==> config.mk <==
export PLATFORM = sky130hd
export DESIGN_NAME = lcd3w_writer
export DESIGN_NICKNAME = d
export VERILOG_FILES = /design/src/rtl/lcd3w_pkg.sv /design/src/rtl/lcd3w_tick.sv /design/src/rtl/lcd3w_wordsel.sv /design/src/rtl/lcd3w_writer.sv
export SDC_FILE = /design/constraint.sdc
export NUM_CORES = 1
export LEC_CHECK = 0
export BUFFER_PORTS_ARGS = -buffer_cell sky130_fd_sc_hd__buf_2
export CORE_UTILIZATION = 45
export DETAILED_ROUTE_END_ITERATION = 8
export GPL_TIMING_DRIVEN = 0
export PLACE_DENSITY = 0.75
export SLEW_MARGIN = 20
export SYNTH_ARGS = -nofsm -noshare
export SYNTH_HDL_FRONTEND = slang
export SYNTH_SLANG_ARGS = --single-unit
==> constraint.sdc <==
create_clock -name clk -period 2.51 [get_ports clk]
set_input_delay 0.251 -clock clk [delete_from_list [all_inputs] [get_ports clk]]
set_output_delay 0.251 -clock clk [all_outputs]
set_load 0.1 [all_outputs]
==> src/rtl/lcd3w_pkg.sv <==
package lcd3w_pkg;
    localparam int WORD_W = 9;
    localparam int BIT_W  = 4;

    typedef enum logic [2:0] {
        ST_IDLE,
        ST_GAP,
        ST_LO,
        ST_HI,
        ST_TAIL
    } lcd3w_st_e;
endpackage

==> src/rtl/lcd3w_tick.sv <==
module lcd3w_tick #(
    parameter int HALF_DIV = 4
) (
    input  logic clk,
    input  logic rst_n,
    input  logic run,
    output logic tick
);
    localparam int CW = (HALF_DIV > 1) ? $clog2(HALF_DIV) : 1;
    localparam logic [CW-1:0] LAST = CW'(HALF_DIV - 1);

    logic [CW-1:0] cnt_d, cnt_q;

    always_comb begin
        cnt_d = cnt_q;
        if (!run || cnt_q == LAST) cnt_d = '0;
        else                       cnt_d = cnt_q + 1'b1;
    end

    always_ff @(posedge clk or negedge rst_n) begin
        if (!rst_n) cnt_q <= '0;
        else        cnt_q <= cnt_d;
    end

    assign tick = run && (cnt_q == LAST);

    generate
        if (HALF_DIV > 1) begin : g_spaced
            // half-bit ticks are at least two cycles apart
            a_r2_tick_spacing: assert property (@(posedge clk) disable iff (!rst_n)
                tick |=> !tick);
        end
    endgenerate
endmodule

==> src/rtl/lcd3w_wordsel.sv <==
module lcd3w_wordsel
    import lcd3w_pkg::*;
(
    input  logic [1:0]        idx,
    input  logic              rd,
    input  logic [7:0]        cmd,
    input  logic [7:0]        p0,
    input  logic              p0v,
    input  logic [7:0]        p1,
    input  logic              p1v,
    output logic [WORD_W-1:0] word,
    output logic              last,
    output logic              rd_word
);
    always_comb begin
        word    = {1'b0, cmd};
        last    = 1'b1;
        rd_word = 1'b0;
        unique case (idx)
            2'd0: begin
                word = {1'b0, cmd};
                last = rd ? 1'b0 : !p0v;
            end
            2'd1: begin
                if (rd) begin
                    word    = '1;
                    rd_word = 1'b1;
                    last    = 1'b1;
                end else begin
                    word = {1'b1, p0};
                    last = !p1v;
                end
            end
            default: begin
                word = {1'b1, p1};
                last = 1'b1;
            end
        endcase
    end
endmodule

==> src/rtl/lcd3w_writer.sv <==
module lcd3w_writer
    import lcd3w_pkg::*;
#(
    parameter int HALF_DIV     = 4,
    parameter int SETUP_HALVES = 30,
    parameter int GAP_HALVES   = 10
) (
    input  logic              clk,
    input  logic              rst_n,
    input  logic              start,
    input  logic              rd_en,
    input  logic [7:0]        cmd,
    input  logic [7:0]        prm0,
    input  logic              prm0_vld,
    input  logic [7:0]        prm1,
    input  logic              prm1_vld,
    output logic              busy,
    output logic              done,
    output logic [WORD_W-1:0] rdata,
    output logic              lcd_cs_n,
    output logic              lcd_sck,
    output logic              lcd_sdo,
    input  logic              lcd_sdi
);
    localparam int GMAX = (SETUP_HALVES > GAP_HALVES) ? SETUP_HALVES : GAP_HALVES;
    localparam int GW   = $clog2(GMAX + 1);
    localparam logic [GW-1:0] SETUP_LD = GW'(SETUP_HALVES);
    localparam logic [GW-1:0] GAP_LD   = GW'(GAP_HALVES);
    localparam logic [BIT_W-1:0] LAST_BIT = BIT_W'(WORD_W - 1);

    typedef struct packed {
        lcd3w_st_e         st;
        logic [GW-1:0]     gap;
        logic [BIT_W-1:0]  bitn;
        logic [1:0]        idx;
        logic [WORD_W-1:0] sh;
        logic [WORD_W-1:0] rx;
        logic              samp;
        logic              cs;
        logic              sck;
        logic              sdo;
        logic              done;
        logic              rd;
        logic [7:0]        cmd;
        logic [7:0]        p0;
        logic              p0v;
        logic [7:0]        p1;
        logic              p1v;
    } lcd3w_regs_t;

    lcd3w_regs_t d, q;
    logic tick;
    logic [WORD_W-1:0] cur_word;
    logic cur_last, cur_rd;

    lcd3w_tick #(.HALF_DIV(HALF_DIV)) u_tick (
        .clk  (clk),
        .rst_n(rst_n),
        .run  (q.st != ST_IDLE),
        .tick (tick)
    );

    lcd3w_wordsel u_sel (
        .idx    (q.idx),
        .rd     (q.rd),
        .cmd    (q.cmd),
        .p0     (q.p0),
        .p0v    (q.p0v),
        .p1     (q.p1),
        .p1v    (q.p1v),
        .word   (cur_word),
        .last   (cur_last),
        .rd_word(cur_rd)
    );

    always_comb begin
        d      = q;
        d.done = 1'b0;
        if (q.samp) begin
            d.rx   = {q.rx[WORD_W-2:0], lcd_sdi};
            d.samp = 1'b0;
        end
        unique case (q.st)
            ST_IDLE: begin
                if (start) begin
                    d.st   = ST_GAP;
                    d.gap  = SETUP_LD;
                    d.idx  = 2'd0;
                    d.cs   = 1'b1;
                    d.sck  = 1'b0;
                    d.sdo  = 1'b1;
                    d.rd   = rd_en;
                    d.cmd  = cmd;
                    d.p0   = prm0;
                    d.p0v  = prm0_vld;
                    d.p1   = prm1;
                    d.p1v  = prm1_vld;
                end
            end
            ST_GAP: begin
                if (tick) begin
                    if (q.gap == GW'(1)) begin
                        d.st   = ST_LO;
                        d.cs   = 1'b0;
                        d.sh   = cur_word;
                        d.bitn = '0;
                        d.sdo  = cur_rd ? 1'b1 : cur_word[WORD_W-1];
                    end else begin
                        d.gap = q.gap - 1'b1;
                    end
                end
            end
            ST_LO: begin
                if (tick) begin
                    d.st  = ST_HI;
                    d.sck = 1'b1;
                end
            end
            ST_HI: begin
                if (tick) begin
                    d.sck = 1'b0;
                    if (cur_rd) d.samp = 1'b1;
                    if (q.bitn == LAST_BIT) begin
                        d.cs  = 1'b1;
                        d.gap = GAP_LD;
                        if (cur_last) begin
                            d.st  = ST_TAIL;
                            d.sdo = 1'b0;
                        end else begin
                            d.st  = ST_GAP;
                            d.idx = q.idx + 1'b1;
                            d.sdo = 1'b1;
                        end
                    end else begin
                        d.st   = ST_LO;
                        d.bitn = q.bitn + 1'b1;
                        d.sh   = {q.sh[WORD_W-2:0], 1'b0};
                        d.sdo  = cur_rd ? 1'b1 : q.sh[WORD_W-2];
                    end
                end
            end
            ST_TAIL: begin
                if (tick) begin
                    if (q.gap == GW'(1)) begin
                        d.st   = ST_IDLE;
                        d.done = 1'b1;
                    end else begin
                        d.gap = q.gap - 1'b1;
                    end
                end
            end
            default: d.st = ST_IDLE;
        endcase
    end

    always_ff @(posedge clk or negedge rst_n) begin
        if (!rst_n) begin
            q     <= '0;
            q.st  <= ST_IDLE;
            q.cs  <= 1'b1;
        end else begin
            q <= d;
        end
    end

    assign busy     = (q.st != ST_IDLE);
    assign done     = q.done;
    assign rdata    = q.rx;
    assign lcd_cs_n = q.cs;
    assign lcd_sck  = q.sck;
    assign lcd_sdo  = q.sdo;

    // clock pulses only inside a select window
    a_r2_sck_in_window: assert property (@(posedge clk) disable iff (!rst_n)
        lcd_sck |-> !lcd_cs_n);
    // the serial clock moves only on a half-bit tick
    a_r2_sck_on_tick: assert property (@(posedge clk) disable iff (!rst_n)
        !tick |=> $stable(lcd_sck));
    // data-out is frozen while the clock stays high
    a_r3_sdo_hold: assert property (@(posedge clk) disable iff (!rst_n)
        lcd_sck |=> (!lcd_sck || $stable(lcd_sdo)));
    // done lasts a single cycle and only once busy is low
    a_r7_done_single: assert property (@(posedge clk) disable iff (!rst_n)
        done |=> !done);
    a_r7_done_idle: assert property (@(posedge clk) disable iff (!rst_n)
        done |-> !busy);
    // select is released when the clock is low
    a_r7_cs_release: assert property (@(posedge clk) disable iff (!rst_n)
        $rose(lcd_cs_n) |-> !lcd_sck);
    // a start during a transaction leaves the latched command alone
    a_r8_start_ignored: assert property (@(posedge clk) disable iff (!rst_n)
        (busy && start) |=> $stable(q.cmd));
endmodule

[Word level (Yosys, flattened, before mapping)]
Cells that the tools add are included.
Word-level totals
  output and inout bits: 14
  memory bits (writable): 0
  memories kept: 0
  bits in read-only memories: 0
  bits in latches: 0
  word-level logic and storage cells: 113
  flip-flop bits (word level): 65
Cells by class
  equality and inequality tests: 18
  bitwise logic cells: 0
  divide/modulo/power cells: 0
  add/subtract/negate cells: 4
  order comparisons: 0
  reductions and logical operators: 21
  multiplexer cells: 52
  shift operators: 0
  multipliers: 0
Operators by type and width (number)
  $mux W8: 5
  $mux W23: 1
  $ne A2 B2 Y1 const B: 10
  $pmux W5 S4: 1
  $mux W1: 19
  $mux W3: 6
  $pmux W9 S2: 1
  $pmux W8 S2: 1
  $pmux W3 S5: 1
  $reduce_and A5 Y1: 3
  $mux W12: 1
  $mux W4: 3
  $reduce_and A6 Y1: 2
  $mux W5: 2
  $mux W9: 1
  $pmux W1 S3: 3
  $reduce_bool A3 Y1: 3
  $mux W2: 4
  $pmux W4 S2: 1
  $reduce_and A7 Y1: 1
  $eq A3 B2 Y1 const B: 2
  $eq A5 B1 Y1 const B: 1
  $sub A5 B1 Y5 const B: 1
  $add A2 B1 Y2 const B: 2
  other kinds (17): 20

[Longest topological paths before layout]
  word-level depth: 7
  depth in mapped cells: 8
  gate-level depth less buffers: 7

[Hierarchy]
From an unflattened synthesis, not the netlist that was laid out.
Second synthesis, totals
  cell total of the unflattened synthesis: 291
  area total of the unflattened synthesis: 3348.2 µm²
By module, submodules not included
  lcd3w_writer: sequential area each 1577.8 µm², area each 2906.5 µm², instances 1, cells each 243
  lcd3w_wordsel: sequential area each 0.0 µm², area each 350.3 µm², instances 1, cells each 42
  lcd3w_tick: sequential area each 50.0 µm², area each 91.3 µm², instances 1, cells each 6

[Worst setup path after synthesis]
No wires, ideal clock.
  path kind: reg-to-reg
  start point: register q[61] (netlist name)
  end point: register q[58] (netlist name)
  setup slack: 0.508 ns
  stages on the path, launching flop included: 8
  clock period less this slack: 2.002 ns
  arrival: 1.924 ns
  library setup time: 0.077 ns
  buffers on the path: 2
  cell sequence: dfrtp_1 -> buf_2 -> buf_2 -> nor3_1 -> inv_1 -> a31oi_4 -> a21oi_1 -> a21oi_1
On the way
  cells in the longest elaborated chain, start to end: 4
RTL lines
  start, declared: line lcd3w_writer.sv:51  | lcd3w_regs_t d, q;
  $reduce_bool A3 Y1 (*)
  named net busy: line lcd3w_writer.sv:17  | output logic busy,
  $logic_and A1 B1 Y1 (*): line lcd3w_tick.sv:25  | assign tick = run && (cnt_q == LAST);
  $ne A2 B2 Y1 (no line)
  $reduce_and A6 Y1 (no line) (*)
The timed path passes the listed nets; every way through them passes the cells marked *.
A chain may end at the register's enable or synchronous reset.

[Worst setup path in the final report]
  start point: register q[61] (netlist name)
  end point: output port busy
On the way
  cells in the longest elaborated chain, start to end: 1
RTL lines
  $reduce_bool A3 Y1: line lcd3w_writer.sv:166  | assign busy = (q.st != ST_IDLE);
  end, declared: line lcd3w_writer.sv:17
No other way between the ends.

==> results.yml <==
worst_setup_path:
  required_ns: 2.26
  r2r_start: "q[50]"
  r2r_slack_ns: 0.43
  start_kind: "register"
  end_kind: "output port"
  reg2reg_depth: 8
  worstPathMaxFanout: 10
  path_cells: "buf_2 -> buf_2 -> nor3_1 -> inv_1 -> buf_2"
  cpMostUsedCell: "buf_2"
  path_class: "register to output port"
  crit_slowest_cell: "dfrtp_1"
  crit_arrival_ns: 1.86
  r2r_end: "q[50]"
  slowest_delay_ns: 0.36
global_routing:
  grt_usage: 0.187
  antenna_found_initial: 0
  grt_pass1_vias: 2393
  grt_overflow: 0
  grt_max_degree: 53
  grt_pass1_wl_um: 11100
hold_path:
  holdPathStages: 2
  hp-start: "prm1[3]"
  hold_path.class: "input pin to register"
  holdPathEnd: "q[4]"
synth:
  yosysWarnings: 0
  synthFlopType: "dfrtp_1"
  ys_async_sr_fraction: 1.00
  ys_seq_area_frac: 0.488
  synth_cells: 306
  avgSynthCellArea_um2: 10.9
  synthTopCellsByCount: "64 x dfrtp_1, 38 x mux2_2, 22 x nor2_1, 19 x nand2_1, 18 x a21oi_1"
  synth_most_common_cell: "dfrtp_1"
  synth_nets: 345
  ys_types: 48
  ys_ff_latch: 65
  ys_top_cells_by_area: "dfrtp_1 48%, mux2_2 13%, a211oi_1 3.2%"
  synth_edf_count: 0
  syn_area_mm2: 0.00333
  synth_top_area_frac: 0.480
  synth_largest_area_cell: "dfrtp_1"
detailed_routing:
  wl_per_cell_um: 13.8
  vias: 2528
  drt_first_pass_iters: 4
  wl_um: 6420
  drtAntennaViolNets: 0
  drtIter0Drc: 166
  route.detailed.drc: 0
  post_drt_via_cell_ratio: 5.41
power:
  peakVddDrop_mv: 0.352
  power_mw: 2.16
  p_leak_nw: 1.86
  p_per_area_mw_per_mm2: 548
place:
  dp_hpwl_um: 4620
  dpl.cell_count: 450
  place_area_mm2: 0.00371
  gp_congestion: 0.851
  portBuffers: 44
  place_ws_ns: 0.469
clock_tree:
  clockRootBuffer: "clkbuf_8"
  clkLatencyLatePin_ns: 0.34
  path_clk_slew_ns: 0.08
  cts_max_path_buffers: 2
  cts.sinks: 65
  cts_htree_levels: 3
  postCtsSetupBuffers: 0
  cts_buffers: 9
  cts_tree: "done"
timing:
  drv_slew: 0
  setup_tns_ns: 0
  fin_ws_ns: 0.398
  worst_pin_slew_ns: 0.580
  hold_ws_ns: 0.135
  setup_viol: 0
  fin_skew_ns: 0.00580
  min_period_over_period: 0.842
  max_freq_ghz: 0.473
  hold_viol_final: 0
  period_needed_ns: 2.11
  rsz0062_at_grt: "no"
  slew_headroom: 0.613
floorplanning:
  ios: 45
  num_rows: 31
  fp.dieW_um: 88.1
  fp.dieH_um: 88.1
  die_area_mm2: 0.00776
  start_util: 0.462
  fp.coreArea_mm2: 0.00721
cells_and_area:
  final_util: 0.545
  diodes: 0
  area_delta_synth_final_pct: 18.1
  fin_cells: 467
  nets: 402
  drive_gt1_frac: 0.348
  nFillCells: 660
  design_area_mm2: 0.00394
  multi_input_area_mm2: 0.00150
  seqCellArea_mm2: 0.00163
outcome:
  outcome: "complete, no violations"
run:
  drv_cap: 0
[state kept, by name, indices dropped and copies added, names as in the netlist]
register      cells
done              1
lcd_cs_n          1
lcd_sck           1
lcd_sdo           1
q                50
rdata             9
u_tick.cnt_q      2
[layout make-up]
| class | instances | share of cell area |
|---|---|---|
| clock buffers | 9 | 0.0315 |
| well taps | 99 | 0.0315 |
| clock inverters | 7 | 0.0238 |
| plain buffers | 28 | 0.0436 |
| multi-input cells | 204 | 0.381 |
| inverters | 9 | 0.00859 |
| flip-flops and latches | 65 | 0.414 |
| repair buffers | 46 | 0.0661 |
[power breakdown]
group / internal [mW] / switching, mW / total, mW
sequential: 1.07 / 0.0120 / 1.08
combinational: 0.0492 / 0.0429 / 0.0921
clock: 0.559 / 0.424 / 0.983
[routing by layer]
metal	track usage	part of all wire
met5	0	0
met2	0.295	0.47
met3	0.0349	0.041
met4	0.0792	0.019
met1	0.253	0.47
[worst max-delay path by stage]
stage	start	to	slack, ns
floorplan	q[61]	q[58]	0.51
global placement	q[50]	q[51]	0.48
detailed placement	q[51]	q[50]	0.47
finish	q[61]	busy	0.40
CTS	q[61]	busy	0.37
global route	q[50]	q[51]	0.25
[cells by family after synthesis]
| kind of cell | after synthesis | share of synthesized area |
|---|---|---|
| compound gates | 76 | 0.157 |
| xor+xnor | 1 | 0.00263 |
| mux | 39 | 0.131 |
| buf+inv | 37 | 0.0616 |
| fa+ha+maj | 8 | 0.0300 |
| flops | 65 | 0.488 |
| simple gates | 80 | 0.129 |
[cells in the final DEF (no fill, tap or decap), types with 2 or more instances in the layout]
| cell | n |
|---|---|
| a211oi_1 | 14 |
| a21oi_1 | 18 |
| a221oi_1 | 2 |
| a31oi_1 | 7 |
| a41o_1 | 2 |
| and3_1 | 2 |
| buf_1 | 2 |
| buf_2 | 51 |
| buf_4 | 10 |
| buf_6 | 3 |
| bufinv_16 | 2 |
| clkbuf_1 | 6 |
| clkbuf_8 | 9 |
| clkinv_2 | 2 |
| clkinvlp_4 | 2 |
| dfrtp_1 | 64 |
| ha_1 | 8 |
| inv_1 | 9 |
| mux2_2 | 38 |
| nand2_1 | 19 |
| nand2b_1 | 2 |
| nand3_1 | 7 |
| nand3b_1 | 5 |
| nor2_1 | 22 |
| nor2b_1 | 7 |
| nor3_1 | 6 |
| o21a_1 | 8 |
| o21ai_0 | 10 |
| o21ai_1 | 3 |
| o21ai_2 | 2 |
| or3_1 | 2 |
[what timing repair did]
item	CTS	global route
resized for setup	0	0
hold endpoints to repair	13	0
hold buffers	1	0
[critical path: cells and delay by family, from the launching register on]
family	cells	cell delay (ns)
buffers and inverters	4	0.88
and+or+nand+nor	1	0.28
DFF	1	0.36
Power figures use the tool's default switching activity.
